<file path="src/rtl/clk_cal_pkg.sv">
package clk_cal_pkg;

    localparam int MEAS_SRCS = 5;
    localparam int REF_SRCS  = 6;
    localparam int MSEL_W    = $clog2(MEAS_SRCS);
    localparam int RSEL_W    = $clog2(REF_SRCS);

    typedef enum logic [1:0] {
        ST_IDLE   = 2'd0,
        ST_COUNT  = 2'd1,
        ST_FINISH = 2'd2
    } cal_state_e;

endpackage

</file>
<file path="src/rtl/clk_cal_src_mux.sv">
module clk_cal_src_mux #(
    parameter int N     = 5,
    parameter int SEL_W = 3
) (
    input  logic [N-1:0]     tick_i,
    input  logic [SEL_W-1:0] sel_i,
    output logic             tick_o
);

    logic [N-1:0] hit;

    // One comparator per source; codes with no source select nothing.
    for (genvar g = 0; g < N; g++) begin : g_hit
        assign hit[g] = tick_i[g] && (sel_i == SEL_W'(g));
    end

    assign tick_o = |hit;

endmodule

</file>
<file path="src/rtl/clk_cal_window.sv">
module clk_cal_window #(
    parameter int CNT_W = 16,
    parameter int RES_W = 32
) (
    input  logic             clk_i,
    input  logic             rst_ni,
    input  logic             load_i,
    input  logic [CNT_W-1:0] cycles_i,
    input  logic             run_i,
    input  logic             meas_tick_i,
    input  logic             ref_tick_i,
    output logic             last_o,
    output logic [RES_W-1:0] acc_o
);

    localparam logic [RES_W-1:0] ACC_MAX = '1;
    localparam logic [CNT_W-1:0] REM_ONE = CNT_W'(1);

    logic [CNT_W-1:0] rem_q;
    logic [RES_W-1:0] acc_q;

    always_ff @(posedge clk_i or negedge rst_ni) begin
        if (!rst_ni) begin
            rem_q <= '0;
            acc_q <= '0;
        end else if (load_i) begin
            rem_q <= cycles_i;
            acc_q <= '0;
        end else if (run_i) begin
            if (meas_tick_i) begin
                rem_q <= rem_q - REM_ONE;
            end
            if (ref_tick_i && (acc_q != ACC_MAX)) begin
                acc_q <= acc_q + RES_W'(1);
            end
        end
    end

    assign last_o = run_i && meas_tick_i && (rem_q == REM_ONE);
    assign acc_o  = acc_q;

    AST_SAT_HOLD: assert property (@(posedge clk_i) disable iff (!rst_ni)
        (run_i && !load_i && acc_q == ACC_MAX) |=> (acc_q == ACC_MAX));

    AST_NO_WRAP: assert property (@(posedge clk_i) disable iff (!rst_ni)
        (run_i && !load_i) |=> (acc_q >= $past(acc_q)));

endmodule

</file>
<file path="src/rtl/clk_cal_fsm.sv">
module clk_cal_fsm
    import clk_cal_pkg::*;
(
    input  logic clk_i,
    input  logic rst_ni,
    input  logic start_i,
    input  logic zero_i,
    input  logic last_i,
    output logic busy_o,
    output logic load_o,
    output logic run_o,
    output logic store_o
);

    cal_state_e state_q, state_d;

    // State register
    always_ff @(posedge clk_i or negedge rst_ni) begin
        if (!rst_ni) begin
            state_q <= ST_IDLE;
        end else begin
            state_q <= state_d;
        end
    end

    // Transitions
    always_comb begin
        state_d = state_q;
        unique case (state_q)
            ST_IDLE: begin
                if (start_i) begin
                    state_d = zero_i ? ST_FINISH : ST_COUNT;
                end
            end
            ST_COUNT: begin
                if (last_i) begin
                    state_d = ST_FINISH;
                end
            end
            ST_FINISH: state_d = ST_IDLE;
            default:   state_d = ST_IDLE;
        endcase
    end

    // Outputs
    always_comb begin
        busy_o  = 1'b0;
        load_o  = 1'b0;
        run_o   = 1'b0;
        store_o = 1'b0;
        unique case (state_q)
            ST_IDLE:   load_o = start_i;
            ST_COUNT:  begin busy_o = 1'b1; run_o = 1'b1; end
            ST_FINISH: begin busy_o = 1'b1; store_o = 1'b1; end
            default:   ;
        endcase
    end

    AST_ZERO_SKIPS_COUNT: assert property (@(posedge clk_i) disable iff (!rst_ni)
        (state_q == ST_IDLE && start_i && zero_i) |=> (state_q == ST_FINISH));

    AST_FINISH_ONE_CYCLE: assert property (@(posedge clk_i) disable iff (!rst_ni)
        (state_q == ST_FINISH) |=> (state_q == ST_IDLE));

endmodule

</file>
<file path="src/rtl/clk_cal_counter.sv">
module clk_cal_counter
    import clk_cal_pkg::*;
#(
    parameter int CNT_W = 16,
    parameter int RES_W = 32
) (
    input  logic                 clk_i,
    input  logic                 rst_ni,
    input  logic [MEAS_SRCS-1:0] meas_tick_i,
    input  logic [REF_SRCS-1:0]  ref_tick_i,
    input  logic                 cfg_wr_i,
    input  logic [MSEL_W-1:0]    cfg_meas_sel_i,
    input  logic [RSEL_W-1:0]    cfg_ref_sel_i,
    input  logic [CNT_W-1:0]     cfg_cycles_i,
    input  logic                 start_wr_i,
    input  logic                 irq_en_wr_i,
    input  logic                 irq_en_i,
    input  logic                 irq_clr_i,
    output logic [MSEL_W-1:0]    meas_sel_o,
    output logic [RSEL_W-1:0]    ref_sel_o,
    output logic [CNT_W-1:0]     cycles_o,
    output logic                 irq_en_o,
    output logic                 start_o,
    output logic [RES_W-1:0]     result_o,
    output logic                 irq_status_n_o,
    output logic                 irq_o
);

    logic [MSEL_W-1:0] msel_q, msel_d;
    logic [RSEL_W-1:0] rsel_q, rsel_d;
    logic [CNT_W-1:0]  cyc_q, cyc_d;
    logic [RES_W-1:0]  result_q;
    logic [RES_W-1:0]  acc;
    logic              irq_en_q;
    logic              pend_q;
    logic              busy, load, run, store, last;
    logic              cfg_take;
    logic              meas_tick, ref_tick;

    // Configuration is only taken while idle; a same-cycle start sees it.
    assign cfg_take = cfg_wr_i && !busy;
    assign msel_d   = cfg_take ? cfg_meas_sel_i : msel_q;
    assign rsel_d   = cfg_take ? cfg_ref_sel_i  : rsel_q;
    assign cyc_d    = cfg_take ? cfg_cycles_i   : cyc_q;

    always_ff @(posedge clk_i or negedge rst_ni) begin
        if (!rst_ni) begin
            msel_q <= '0;
            rsel_q <= '0;
            cyc_q  <= '0;
        end else begin
            msel_q <= msel_d;
            rsel_q <= rsel_d;
            cyc_q  <= cyc_d;
        end
    end

    clk_cal_src_mux #(.N(MEAS_SRCS), .SEL_W(MSEL_W)) i_meas_mux (
        .tick_i (meas_tick_i),
        .sel_i  (msel_q),
        .tick_o (meas_tick)
    );

    clk_cal_src_mux #(.N(REF_SRCS), .SEL_W(RSEL_W)) i_ref_mux (
        .tick_i (ref_tick_i),
        .sel_i  (rsel_q),
        .tick_o (ref_tick)
    );

    clk_cal_fsm i_fsm (
        .clk_i   (clk_i),
        .rst_ni  (rst_ni),
        .start_i (start_wr_i),
        .zero_i  (cyc_d == '0),
        .last_i  (last),
        .busy_o  (busy),
        .load_o  (load),
        .run_o   (run),
        .store_o (store)
    );

    clk_cal_window #(.CNT_W(CNT_W), .RES_W(RES_W)) i_window (
        .clk_i       (clk_i),
        .rst_ni      (rst_ni),
        .load_i      (load),
        .cycles_i    (cyc_d),
        .run_i       (run),
        .meas_tick_i (meas_tick),
        .ref_tick_i  (ref_tick),
        .last_o      (last),
        .acc_o       (acc)
    );

    // Result and interrupt
    always_ff @(posedge clk_i or negedge rst_ni) begin
        if (!rst_ni) begin
            result_q <= '0;
            irq_en_q <= 1'b0;
            pend_q   <= 1'b0;
        end else begin
            if (store) begin
                result_q <= acc;
            end
            if (irq_en_wr_i) begin
                irq_en_q <= irq_en_i;
            end
            if (store && irq_en_q) begin
                pend_q <= 1'b1;
            end else if (irq_clr_i) begin
                pend_q <= 1'b0;
            end
        end
    end

    always_comb begin
        meas_sel_o     = msel_q;
        ref_sel_o      = rsel_q;
        cycles_o       = cyc_q;
        irq_en_o       = irq_en_q;
        start_o        = busy;
        result_o       = result_q;
        irq_status_n_o = !pend_q;
        irq_o          = pend_q;
    end

    AST_CFG_FROZEN: assert property (@(posedge clk_i) disable iff (!rst_ni)
        busy |=> $stable({msel_q, rsel_q, cyc_q}));

    AST_IRQ_NEEDS_EN: assert property (@(posedge clk_i) disable iff (!rst_ni)
        $rose(pend_q) |-> $past(irq_en_q));

    AST_SET_BEATS_CLR: assert property (@(posedge clk_i) disable iff (!rst_ni)
        (store && irq_en_q) |=> pend_q);

    AST_START_DROPS_AT_STORE: assert property (@(posedge clk_i) disable iff (!rst_ni)
        store |=> !start_o);

endmodule

</file>
<file path="config.mk">
export PLATFORM = sky130hd
export DESIGN_NAME = clk_cal_counter
export DESIGN_NICKNAME = d
export VERILOG_FILES = /design/src/rtl/clk_cal_pkg.sv /design/src/rtl/clk_cal_src_mux.sv /design/src/rtl/clk_cal_window.sv /design/src/rtl/clk_cal_fsm.sv /design/src/rtl/clk_cal_counter.sv
export SDC_FILE = /design/constraint.sdc
export NUM_CORES = 1
export LEC_CHECK = 0
export BUFFER_PORTS_ARGS = -buffer_cell sky130_fd_sc_hd__buf_4
export CORE_ASPECT_RATIO = 0.5
export CORE_MARGIN = 4
export CORE_UTILIZATION = 40
export CTS_CLUSTER_SIZE = 20
export DETAILED_ROUTE_END_ITERATION = 6
export HOLD_SLACK_MARGIN = 0.05
export PLACE_DENSITY = 0.58
export SLEW_MARGIN = 20
export SYNTH_ARGS = -nofsm -noshare
export SYNTH_HDL_FRONTEND = slang
export SYNTH_SLANG_ARGS = --single-unit
</file>
<file path="constraint.sdc">
create_clock -name clk_i -period 2.4 [get_ports clk_i]
set_input_delay 0.48 -clock clk_i [delete_from_list [all_inputs] [get_ports clk_i]]
set_output_delay 0.48 -clock clk_i [all_outputs]
set_load 0.05 [all_outputs]
</file>
=== After elaboration in Yosys (flattened, before gate mapping) ===
Index checks and enable logic that the tools add are counted.

* $add $sub $neg: 2
* $mul: 0
* Div/mod/pow operators: 0
* Magnitude comparators: 0
* Equality and inequality tests: 15
* Shifts and indexed selects: 0
* Mux-type cells: 17
* Bitwise operators: 0
* Reduce and logical (&&, ||, !) cells: 32

{| class="wikitable"
|+ Operator list
! cell !! count
|-
| 2-to-1 mux 32 bit || 3
|-
| 2-to-1 mux 16 bit || 4
|-
| adder 32 x 1 -> 32 bit (second input constant) || 1
|-
| inequality test 32 bit (second input constant) || 1
|-
| equality test 16 x 1 -> 1 bit (second input constant) || 1
|-
| logical AND 1 bit || 16
|-
| zero test 16 bit || 1
|-
| subtractor 16 x 1 -> 16 bit (second input constant) || 1
|-
| equality test 3 x 2 -> 1 bit (second input constant) || 4
|-
| equality test 3 bit (second input constant) || 3
|-
| nonzero test 2 bit || 4
|-
| equality test 3 x 1 -> 1 bit (second input constant) || 2
|-
| zero test 3 bit || 2
|-
| 2-to-1 mux 1 bit || 6
|-
| 2-to-1 mux 2 bit || 3
|-
| AND reduction 2 bit || 3
|-
| OR reduction 6 bit || 1
|-
| OR reduction 5 bit || 1
|-
| case mux 2 bit (2 select lines) || 1
|-
| equality test 2 x 1 -> 1 bit (second input constant) || 1
|-
| equality test 2 bit (second input constant) || 1
|-
| zero test 1 bit || 2
|-
| zero test 2 bit || 1
|-
| inequality test 2 x 1 -> 1 bit (second input constant) || 1
|-
| other kinds (2) || 2
|}

* Bits in registers: 106
* Latch bits: 0
* Memory bits (writable): 0
* ROM bits: 0
* Output and inout bits: 58
* Logic and storage cells: 75
* Memories kept: 0

=== Logic depth before layout (Yosys ltp) ===
Gate-level depths: netlist of run 1.

* Word-level depth: 10
* Mapped depth: 9
* Depth with buffers taken out: 7

=== Hierarchy ===
Synthesis of run 1 repeated with hierarchy kept, for this count alone.

* Cell total of the unflattened synthesis: 460
* Area total of the unflattened synthesis: 5133.7 um^2

{| class="wikitable"
|+ Modules (own cells, without submodules)
! module !! instances !! cells an instance !! area each (um^2) !! seq. area each (um^2)
|-
| clk_cal_window || 1 || 297 || 2678.8 || 1201.2
|-
| clk_cal_counter || 1 || 134 || 2167.1 || 1401.3
|-
| clk_cal_fsm || 1 || 19 || 186.4 || 50.0
|-
| clk_cal_src_mux (i_meas_mux) || 1 || 6 || 53.8 || 0.0
|-
| clk_cal_src_mux (i_ref_mux) || 1 || 4 || 47.5 || 0.0
|}

=== Worst setup path after synthesis of run 1 ===
Ideal clock, no wire load.

* Path type: flip-flop to flip-flop
* Start point: reg i_fsm.state_q[0]
* End point: reg i_fsm.state_q[1]
* Library setup time: 0.094 ns
* Arrival time: 2.333 ns
* Slack: -0.027 ns
* Stages on the path, launching flop included: 9
* Buffers on the path: 1
* Period minus slack after synthesis: 2.427 ns
* Cell sequence: dfrtp_1 inv_1 ha_1 nand2b_1 clkbuf_1 mux2_1 o21bai_1 o311a_1 a211oi_1

* Longest elaborated chain between the ends: 10
* Elaborated cells between the ends (all ways): 18

{| class="wikitable"
|+ RTL lines
! item !! line !! source
|-
| from (decl) || clk_cal_fsm.sv:15 || <nowiki>cal_state_e state_q, state_d;</nowiki>
|-
| from (signal assigned) || clk_cal_fsm.sv:22 || <nowiki>state_q <= state_d;</nowiki>
|-
| equality test 2 bit / equality test 2 x 1 -> 1 bit (equally long branches) || clk_cal_fsm.sv:51 || <nowiki>unique case (state_q)</nowiki>
|-
| OR reduction 2 bit (no source line) (*) || - ||
|-
| 2-to-1 mux 1 bit (*) || clk_cal_fsm.sv:51 ||
|-
| via start_o || clk_cal_counter.sv:23 || <nowiki>output logic start_o,</nowiki>
|-
| zero test 1 bit (*) || clk_cal_counter.sv:41 || <nowiki>assign cfg_take = cfg_wr_i && !busy;</nowiki>
|-
| logical AND 1 bit (*) || clk_cal_counter.sv:41 ||
|-
| 2-to-1 mux 16 bit (*) || clk_cal_counter.sv:44 || <nowiki>assign cyc_d = cfg_take ? cfg_cycles_i : cyc_q;</nowiki>
|-
| via cyc_d[14] || clk_cal_counter.sv:31 || <nowiki>logic [CNT_W-1:0] cyc_q, cyc_d;</nowiki>
|-
| zero test 16 bit (*) || clk_cal_counter.sv:74 || <nowiki>.zero_i (cyc_d == '0),</nowiki>
|-
| 2-to-1 mux 2 bit (*) || clk_cal_fsm.sv:32 || <nowiki>state_d = zero_i ? ST_FINISH : ST_COUNT;</nowiki>
|-
| 2-to-1 mux 2 bit (*) || clk_cal_fsm.sv:31 || <nowiki>if (start_i) begin</nowiki>
|-
| case mux 2 bit (2 select lines) (*) || clk_cal_fsm.sv:29 || <nowiki>unique case (state_q)</nowiki>
|}

Mark *: on every way through the listed nets, which the timed path passes. The rest lies on a longest branch. The select of a mux whose other input is x is not followed.
A chain may end at the register's enable or synchronous reset.

=== Worst setup path after layout of run 1 ===
* Start point: reg i_fsm.state_q[1]
* End point: reg i_fsm.state_q[1]

* Longest elaborated chain between the ends: 10
* Elaborated cells between the ends (all ways): 18

{| class="wikitable"
|+ RTL lines
! item !! line
|-
| equality test 2 bit / equality test 2 x 1 -> 1 bit (equally long branches) || clk_cal_fsm.sv:51
|-
| OR reduction 2 bit (no source line) (*) || -
|-
| 2-to-1 mux 1 bit (*) || clk_cal_fsm.sv:51
|-
| zero test 1 bit (*) || clk_cal_counter.sv:41
|-
| logical AND 1 bit (*) || clk_cal_counter.sv:41
|-
| 2-to-1 mux 16 bit (*) || clk_cal_counter.sv:44
|-
| via cyc_d[14] || clk_cal_counter.sv:31
|-
| zero test 16 bit (*) || clk_cal_counter.sv:74
|-
| 2-to-1 mux 2 bit (*) || clk_cal_fsm.sv:32
|-
| 2-to-1 mux 2 bit (*) || clk_cal_fsm.sv:31
|-
| case mux 2 bit (2 select lines) (*) || clk_cal_fsm.sv:29
|}

Marked as above.

==> results of run 1 <==
==> worst max-delay path: cells and delay by family (launching register included) <==
family | cells | cell delay, ns
compound gates | 3 | 0.71
flops | 1 | 0.39
mux | 1 | 0.39
fa+ha+maj | 1 | 0.30
simple gates | 1 | 0.23
buf+inv | 1 | 0.12
==> flip-flops by register name (all words and copies together), names as in the netlist <==
name / cells
i_window.acc_o: 32
i_window.rem_q: 16
result_o: 32
irq_en_o: 1
ref_sel_o: 3
meas_sel_o: 3
cycles_o: 16
irq_o: 1
i_fsm.state_q: 2
==> metrics by stage <==
stage | setup WS [ns] | cell area, um^2 | utilization | std cells
finish | 0.168 | 6760 | 0.524 | 827
global route | 0.0304 | 6760 | 0.524 | 827
CTS | 0.164 | 6760 | 0.524 | 827
detailed placement | 0.194 | 6430 | 0.498 | 811
global placement | 0.268 | 6430 | 0.498 | 811
floorplan | 0.0845 | 5390 | - | 547
==> metal layers <==
layer  vias up  wire length [um]  global-route usage
met4         0                86              0.0353
met3         6               499              0.0434
met1      2243              6720               0.263
met2        83              6340               0.283
met5         -                 0                   0
li1       2223                 -                   -
==> cells in the mapped netlist (6+ instances only) <==
library cell,instances
ha_1,6
or3_1,11
nor2_1,18
o31ai_1,21
a21oi_1,42
inv_1,15
nor4_1,10
nor3_1,14
nand2_1,95
o21ai_1,9
or4_1,20
clkbuf_1,25
nand4_1,11
o21ai_0,8
xnor2_1,14
nand3_1,18
mux2_2,35
dfrtp_1,106
==> where the power goes <==
group          switching, W  leakage [nW]  internal (W)
combinational       0.00200          1.42       0.00104
clock              0.000652         0.163      0.000972
sequential         0.000371          1.41       0.00215
total               0.00302          2.98       0.00416
==> area by class of cell <==
class | count | area share
Sequential cell | 106 | 0.392
Timing Repair Buffer | 124 | 0.141
Tap cell | 170 | 0.0315
Inverter | 15 | 0.00833
Multi-Input combinational cell | 396 | 0.378
Clock buffer | 12 | 0.0379
Clock inverter | 4 | 0.0109
==> cells by family after synthesis <==
kind of cell             Yosys count  synth area share
AND/OR/NAND/NOR                  225             0.217
flip-flops                       106             0.492
adder cells (fa/ha/maj)            6            0.0139
AO/OA/AOI/OAI                    111             0.134
buffers and inverters             45            0.0346
XOR/XNOR                          14            0.0227
multiplexers                      40            0.0852
==> cell usage in the layout (no fill, tap or decap), drive strengths merged, types with 3 or more instances in the layout <==
master     n
nor3      14
o31ai     21
nand2     95
nand4     11
o21ai     17
nand3b     3
a21oi     42
mux2      37
or3       11
nand2b     4
nand4b     5
inv       15
dfrtp    106
and2       3
or4       21
clkbuf    12
nor2      18
xnor2     14
ha         6
o211ai     4
nand3     19
a2111oi    7
buf      124
nor4      13
o41ai      4
==> worst max-delay path by stage <==
stage                                     endpoint  slack, ns  cells past startpoint
floorplan             i_fsm.state_q[1]$_DFFE_PN0P_       0.08                      8
global placement     i_window.rem_q[9]$_DFFE_PN0P_       0.27                      8
detailed placement    i_fsm.state_q[1]$_DFFE_PN0P_       0.19                      7
CTS                   i_fsm.state_q[1]$_DFFE_PN0P_       0.16                      7
global route        i_window.acc_o[25]$_DFFE_PN0P_       0.03                      6
finish                i_fsm.state_q[1]$_DFFE_PN0P_       0.17                      7
==> results.md, run 1 <==
- Hold WC Path Type: in -> async
- CTS Buf Count: 9
- Req. time, crit path: 2.66 ns
- Worst rel slew slack: 0.606
- Worst-path clk slew: 0.07 ns
- Vias per cell: 5.51
- Least-Margin Pin Slew: 0.576 ns
- Resized cells post-CTS: 0
- Final Total Pwr: 0.00718 W
- Register area share after synthesis: 0.492
- Total Die Area: between 15000 and 20000 um^2
- Initial core utilization: 0.417
- Clock tree buffer depth: 2
- Drt first-iter violations: 380
- Avg Cell Area, Syn: 9.86 um^2
- Max Cap Viol: 0
- Final GP Congestion: 0.815
- # IOs: between 90 and 100
- Leak: 2.98 nW
- Top_reg_cell synth: dfrtp_1
- Library cell with the largest summed area after synthesis: dfrtp_1
- Warnings, synthesis: 0
- Total wire length: approximately 14000 um
- Startpoint Class: flop
- Post-CTS Hold Fix Bufs: 0
- Worst r2r src: i_fsm.state_q[1]$_DFFE_PN0P_
- Cell Pwr Density: 1060 nW/um^2
- DR vias: 4555
- Setup violators final: 0
- Post-layout min period: 2.23 ns
- All-layer global routing usage: 0.183
- Max FO, Critical Path: 5
- Final nets: 698
- Min Hold Slack: 0.0422 ns
- Critical path origin: i_fsm.state_q[1]$_DFFE_PN0P_
- Multi-input gate area: approximately 2600 um^2
- Register Area: around 2700 um^2
- Initial antenna violation count: 0
- Net Count, Synth: 593
- WS Path Type: reg -> reg
- Cells along the critical path: inv_1 > ha_2 > nand2b_1 > mux2_1 > o21bai_1 > o311a_1 > a211oi_1
- Vias in the first global route: 4519
- RR Endpoint: i_fsm.state_q[1]$_DFFE_PN0P_
- Data arrival time of the worst path: 2.49 ns
- First-pass GRT wire length: 23000 um
- # rows: 29
- GR Overflow Total: 0
- Fin crit share: 0.930
- Fin. Hold Viols: 0
- Clock Latency Late Sink: 0.35 ns
- Post-synth ARST share: 1.00
- Crit-path slowest cell: dfrtp_1
- RSZ-0062 raised after global routing: no
- Fmax: between 0.4 and 0.5 GHz
- Result of the run: completed
- Placed wire-length estimate: 9950 um
- Layout cells sized above 1: 0.279
- Crit path capture type: flop
- Synth cell types: 54
- Flop-to-flop setup slack: approximately 0.17 ns
- Synth Register Bits: 106
- # clock sinks: 106
- Post-synth EDFFs: 0
- Setup TNS: 0 ns
- Netlist Area Pre-Place: roughly 5400 um^2
- Post-route DRC: 0
- Root Buffer: clkbuf_16
- Area fraction of the dominant cell type after synthesis: 0.492
- Synth-to-Final Area Change: 25.4%
- Wire length per cell: approximately 17 um
- VDD IR-drop max: roughly 0.83 mV
- Setup Buffers After CTS: 0
- Worst r2r path cells: 7
- # H-tree levels: 3
- DRT antenna net count: 0
- Area contributors post-synth: dfrtp_1 (49%), mux2_2 (7.3%), nand2_1 (6.6%)
- IO Port Bufs: 97
- CP max stage delay: roughly 0.4 ns
- Syn Inst Count: 547
- FILL cells: 1200
- Final worst clock skew: approximately 0.012 ns
- CTS tree: yes
- Core Box Area: approximately 13000 um^2
- Largest net degree at the start of global routing: 34
- # diodes: 0
- Height of the die: approximately 90 um
- Chip Width: approximately 170 um
- Drt pass-1 iters: 4
- Max-slew violations: 0
No activity file was read; power rests on OpenSTA's default activity.
==> run 2: changes to the inputs <==
- CORE_UTILIZATION: 40 -> 56
- PLACE_DENSITY: 0.58 -> 0.77
- SLEW_MARGIN: 20 -> unset
==> run 2 against run 1 <==
Clock power shrank 14%. Sequential power is essentially flat. Sequential share of layout area grew 0.57 points. Count of clock-buffer cells in the layout is the same. Clock skew shrank 0.0037 ns. Global-route usage grew 5.5 points. Flip-flop and latch count is the same. Non-clock buffer count grew 2. Worst hold slack gained 0.077 ns.
==> results.md, run 2 (synthesis gave the netlist of run 1 again) <==
- Cells along the critical path: inv_1 > ha_1 > nor3b_1 > a2bb2oi_1 > buf_4 > a2111oi_0 > xnor2_1 > o21ai_1
- Vias in the first global route: 4568
- IO Port Bufs: slightly below 100
- Core Box Area: 9040 um^2
- Clock Latency Late Sink: 0.34 ns
- Drt pass-1 iters: 5
- Final GP Congestion: 0.857
- Post-route DRC: 0
- Final nets: 700
- Chip Width: 147 um
- Final worst clock skew: about 0.0085 ns
- Startpoint Class: flop
- DR vias: 4650
- # clock sinks: between 100 and 150
- # rows: 24
- VDD IR-drop max: 1.13 mV
- Fmax: 0.459 GHz
- Cell Count, Final, Fillers Out: between 700 and 800
- Multi-input gate area: 2550 um^2
- # H-tree levels: 3
- Crit path to: i_window.rem_q[9]$_DFFE_PN0P_
- Layout cells sized above 1: 0.280
- Critical path origin: i_fsm.state_q[1]$_DFFE_PN0P_
- Vias per cell: 5.90
- Placed wire-length estimate: about 9600 um
- Cells after DPL: just under 800
- Setup TNS: 0 ns
- Setup violators final: 0
- FILL cells: between 600 and 700
- Root Buffer: clkbuf_16
- Crit path capture type: flop
- Initial antenna violation count: 0
- Largest net degree at the start of global routing: 44
- DRT antenna net count: 0
- Result of the run: completed
- Worst r2r path cells: 8
- Least-Margin Pin Slew: 0.745 ns
- WS Path Type: reg -> reg
- Placed Instance Area: 6370 um^2
- # diodes: 0
- Max FO, Critical Path: 15
- Register Area: 2650 um^2
- Initial core utilization: 0.596
- Leak: 2.96 nW
- Worst r2r src: i_fsm.state_q[1]$_DFFE_PN0P_
- Worst-path clk slew: 0.07 ns
- WP depth: 8
- Fin area: 6670 um^2
- Fin crit share: 0.909
- Cell Pwr Density: ~1000 nW/um^2
- Buf/Inv on CP: 2
- Worst rel slew slack: 0.504
- Post-CTS Hold Fix Bufs: 0
- Most frequent cells in the layout: buf_4 (125), dfrtp_1 (106), nand2_1 (95)
- CTS Buf Count: 9
- Clock tree buffer depth: 2
- Crit-path slowest cell: a2111oi_0
- Delay-heaviest family, CP: compound AO/OA/AOI/OAI gates
- Flop-to-flop setup slack: 0.22 ns
- Pre-CTS setup slack: 0.132 ns
- RR Endpoint: i_window.rem_q[9]$_DFFE_PN0P_
- Total wire length: 13000 um
- Wire length per cell: 16.6 um
- Commonest non-fill, non-tap cell in the layout: buf_4
- Post-layout min period: around 2.2 ns
- Final setup margin: 0.219 ns
- Req. time, crit path: 2.59 ns
- CP max stage delay: 0.51 ns
- First-pass GRT wire length: 22200 um
- Height of the die: about 77 um
- Data arrival time of the worst path: 2.37 ns
- CTS tree: yes
- Hold WC Path Type: in -> async
- Max-slew violations: 0
- # IOs: 98
- Total Die Area: 11400 um^2
- Synth-to-Final Area Change: 23.6%
- GR Overflow Total: 0
- Max Cap Viol: 0
- Drt first-iter violations: between 300 and 400
- Fin. Hold Viols: 0
- RSZ-0062 raised after global routing: no
- All-layer global routing usage: 0.238
==> run 2: per-layer routing <==
metal	vias up	share of wire	GRT usage
li1	2221	-	-
met1	2250	0.46	0.333
met2	156	0.47	0.385
met3	23	0.058	0.0541
met4	0	0.012	0.0525
met5	-	0	0
==> run 2: report_power, final <==
group          switching (W)  total, W  internal (W)
Combinational        0.00199   0.00301       0.00103
Sequential          0.000392   0.00254       0.00215
Clock               0.000639   0.00140      0.000759
Total                0.00302   0.00695       0.00394
==> run 2: worst min-delay path by stage <==
stage	from	end	cells after the start
after global placement	result_o[23]$_DFFE_PN0N_	result_o[23]$_DFFE_PN0N_	1
after global routing	rst_ni	cycles_o[15]$_DFF_PN0_	1
after CTS	rst_ni	cycles_o[15]$_DFF_PN0_	1
after detailed placement	result_o[5]$_DFFE_PN0N_	result_o[5]$_DFFE_PN0N_	1
final	rst_ni	cycles_o[15]$_DFF_PN0_	1
after floorplan	rst_ni	cycles_o[0]$_DFF_PN0_	0
==> run 2: cell type report <==
type                            instances  share of cell area
Inverter                               15             0.00845
Multi-Input combinational cell        396               0.383
Timing Repair Buffer                  126               0.144
Clock inverter                          3             0.00357
Clock buffer                           12              0.0385
Sequential cell                       106               0.398
Tap cell                              130              0.0244
==> run 2: timing repair <==
item,4_1_cts,5_1_grt
setup buffers,0,2
gates resized for setup,0,0
endpoints found under the setup margin,0,2
==> run 2: stage by stage <==
| stage | hold WS [ns] | utilization | power, W |
|---|---|---|---|
| after floorplan | 0.184 | - | 0.00457 |
| after global routing | 0.162 | 0.737 | 0.00733 |
| after global placement | 0.491 | 0.705 | 0.00550 |
| final | 0.119 | 0.737 | 0.00695 |
| after detailed placement | 0.497 | 0.705 | 0.00556 |
| after CTS | 0.141 | 0.736 | 0.00696 |
==> run 3: changes to the inputs <==
- CORE_UTILIZATION: 56 -> 60
- PLACE_DENSITY: 0.77 -> 0.82
- clock period: 2.4 -> 2.8 ns (I/O delays scaled with it)
==> run 3 against run 2 <==
Utilization increased by 1.2 points. Clock power is 9% lower. Clock skew is 0.00067 ns higher. Critical path depth down 2. Flip-flop and latch count did not move. Critical path type unchanged. Critical endpoint unchanged. Largest cell class unchanged. Highest routed layer unchanged.
==> results.md, run 3 (synthesis gave the netlist of run 1 again) <==
- Drt pass-1 iters: 5
- Crit path to: i_window.rem_q[9]$_DFFE_PN0P_
- Clock tree buffer depth: 2
- Max-slew violations: 0
- Largest net degree at the start of global routing: 52
- Post-route DRC: 0
- WP depth: 6
- Hold WC Path Type: in -> async
- Clock Latency Late Sink: 0.35 ns
- # IOs: 98
- Setup violators final: 0
- Delay-heaviest family, CP: compound AO/OA/AOI/OAI gates
- Total wire length: 13300 um
- Post-CTS Hold Fix Bufs: 0
- Setup TNS: 0 ns
- Wire length per cell: 17.6 um
- Layout cells sized above 1: 0.260
- # H-tree levels: 3
- Global Route met2 Usage: 0.436
- Most frequent cells in the layout: buf_4 (110), dfrtp_1 (106), nand2_1 (95)
- Commonest non-fill, non-tap cell in the layout: buf_4
- IO Port Bufs: 97
- Final nets: around 690
- Setup Buffers After CTS: 0
- Cell Count, Final, Fillers Out: 759
- Vias per cell: around 6.2
- Synth-to-Final Area Change: 21.5%
- Crit-path slowest cell: a2111oi_0
- First-pass GRT wire length: 22400 um
- Critical path origin: i_fsm.state_q[1]$_DFFE_PN0P_
- Worst rel slew slack: 0.457
- RR Endpoint: i_window.rem_q[9]$_DFFE_PN0P_
- Least-Margin Pin Slew: about 0.81 ns
- Req. time, crit path: approximately 3 ns
- Initial core utilization: 0.617
- RSZ-0062 raised after global routing: no
- Met3 Use GR: 0.0596
- # diodes: 0
- Worst r2r path cells: 6
- Max Cap Viol: 0
- Data arrival time of the worst path: between 2 and 3 ns
- Startpoint Class: flop
- Top Usage Layer GRT: met2
- Root Buffer: clkbuf_16
- CTS Buf Count: 9
- Initial antenna violation count: 0
- Worst-path clk slew: roughly 0.07 ns
- CTS tree: yes
- WS Path Type: reg -> reg
- Final Total Pwr: 0.00599 W
- All-layer global routing usage: 0.263
- DRT antenna net count: 0
- Core Box Area: 8740 um^2
- VDD IR-drop max: 0.992 mV
- Result of the run: completed
- Fmax: 0.384 GHz
- Final GP Congestion: 0.852
- Cells along the critical path: inv_1 > ha_1 > nand4b_1 > a2111oi_0 > xnor2_1 > o21ai_1
- # rows: 24
- Height of the die: 75.0 um
- Resized cells post-CTS: 0
- GR Overflow Total: 0
- Leak: 2.89 nW
- Met1 GRT Util: 0.358
- Placed wire-length estimate: between 9000 and 10000 um
- Vias in the first global route: 4517
- Drt first-iter violations: around 370
- Cell Pwr Density: 915 nW/um^2
- Post-layout min period: 2.60 ns
- Total Die Area: 10700 um^2
- Flop-to-flop setup slack: roughly 0.20 ns
- Buf/Inv on CP: 1
- DR vias: 4683
- Max FO, Critical Path: 15
- CP max stage delay: ~0.73 ns
- Chip Width: 142 um
- Fin crit share: 0.930
- Worst r2r src: i_fsm.state_q[1]$_DFFE_PN0P_
- Fin. Hold Viols: 0
- Final worst clock skew: around 0.0092 ns
- # clock sinks: 106
- Cells after DPL: 745
- Crit path capture type: flop
-- run 3: worst min path at each step --
| stage | start | to | slack (ns) | cells past startpoint |
|---|---|---|---|---|
| 3_3_place_gp | result_o[28]$_DFFE_PN0N_ | result_o[28]$_DFFE_PN0N_ | 0.49 | 1 |
| 4_1_cts | rst_ni | i_window.acc_o[24]$_DFFE_PN0P_ | 0.28 | 1 |
| 6_report | rst_ni | result_o[22]$_DFFE_PN0N_ | 0.25 | 1 |
| 2_1_floorplan | rst_ni | cycles_o[0]$_DFF_PN0_ | 0.26 | 0 |
| 5_1_grt | rst_ni | i_window.acc_o[26]$_DFFE_PN0P_ | 0.31 | 1 |
| 3_5_place_dp | result_o[21]$_DFFE_PN0N_ | result_o[21]$_DFFE_PN0N_ | 0.50 | 1 |
-- run 3: per-layer routing --
metal  up-vias  wire length, um
met5         -                0
met1      2320             5910
li1       2188                -
met3        20              762
met4         0              200
met2       155             6470
-- run 3: cell type report --
| cell class | instances | area, um^2 |
|---|---|---|
| Clock buffer | 12 | 256 |
| Sequential cell | 106 | 2650 |
| Timing Repair Buffer | 111 | 846 |
| Multi-Input combinational cell | 396 | 2550 |
| Clock inverter | 2 | 37.5 |
| Fill cell | 628 | 2190 |
| Tap cell | 117 | 146 |
| Inverter | 15 | 56.3 |
-- run 3: power by group --
group / switching, W / internal (W) / total (W)
combinational: 0.00169 / 0.000840 / 0.00253
clock: 0.000541 / 0.000733 / 0.00127
sequential: 0.000348 / 0.00184 / 0.00219
-- run 3: per-stage QoR --
step           hold WS (ns)   util  setup WS, ns  cell area [um^2]
2_1_floorplan         0.264      -         0.373              5390
3_3_place_gp          0.491  0.716         0.437              6250
3_5_place_dp          0.498  0.716         0.276              6250
4_1_cts               0.281  0.749         0.237              6550
5_1_grt               0.307  0.749        0.0176              6550
6_report              0.248  0.749         0.197              6550
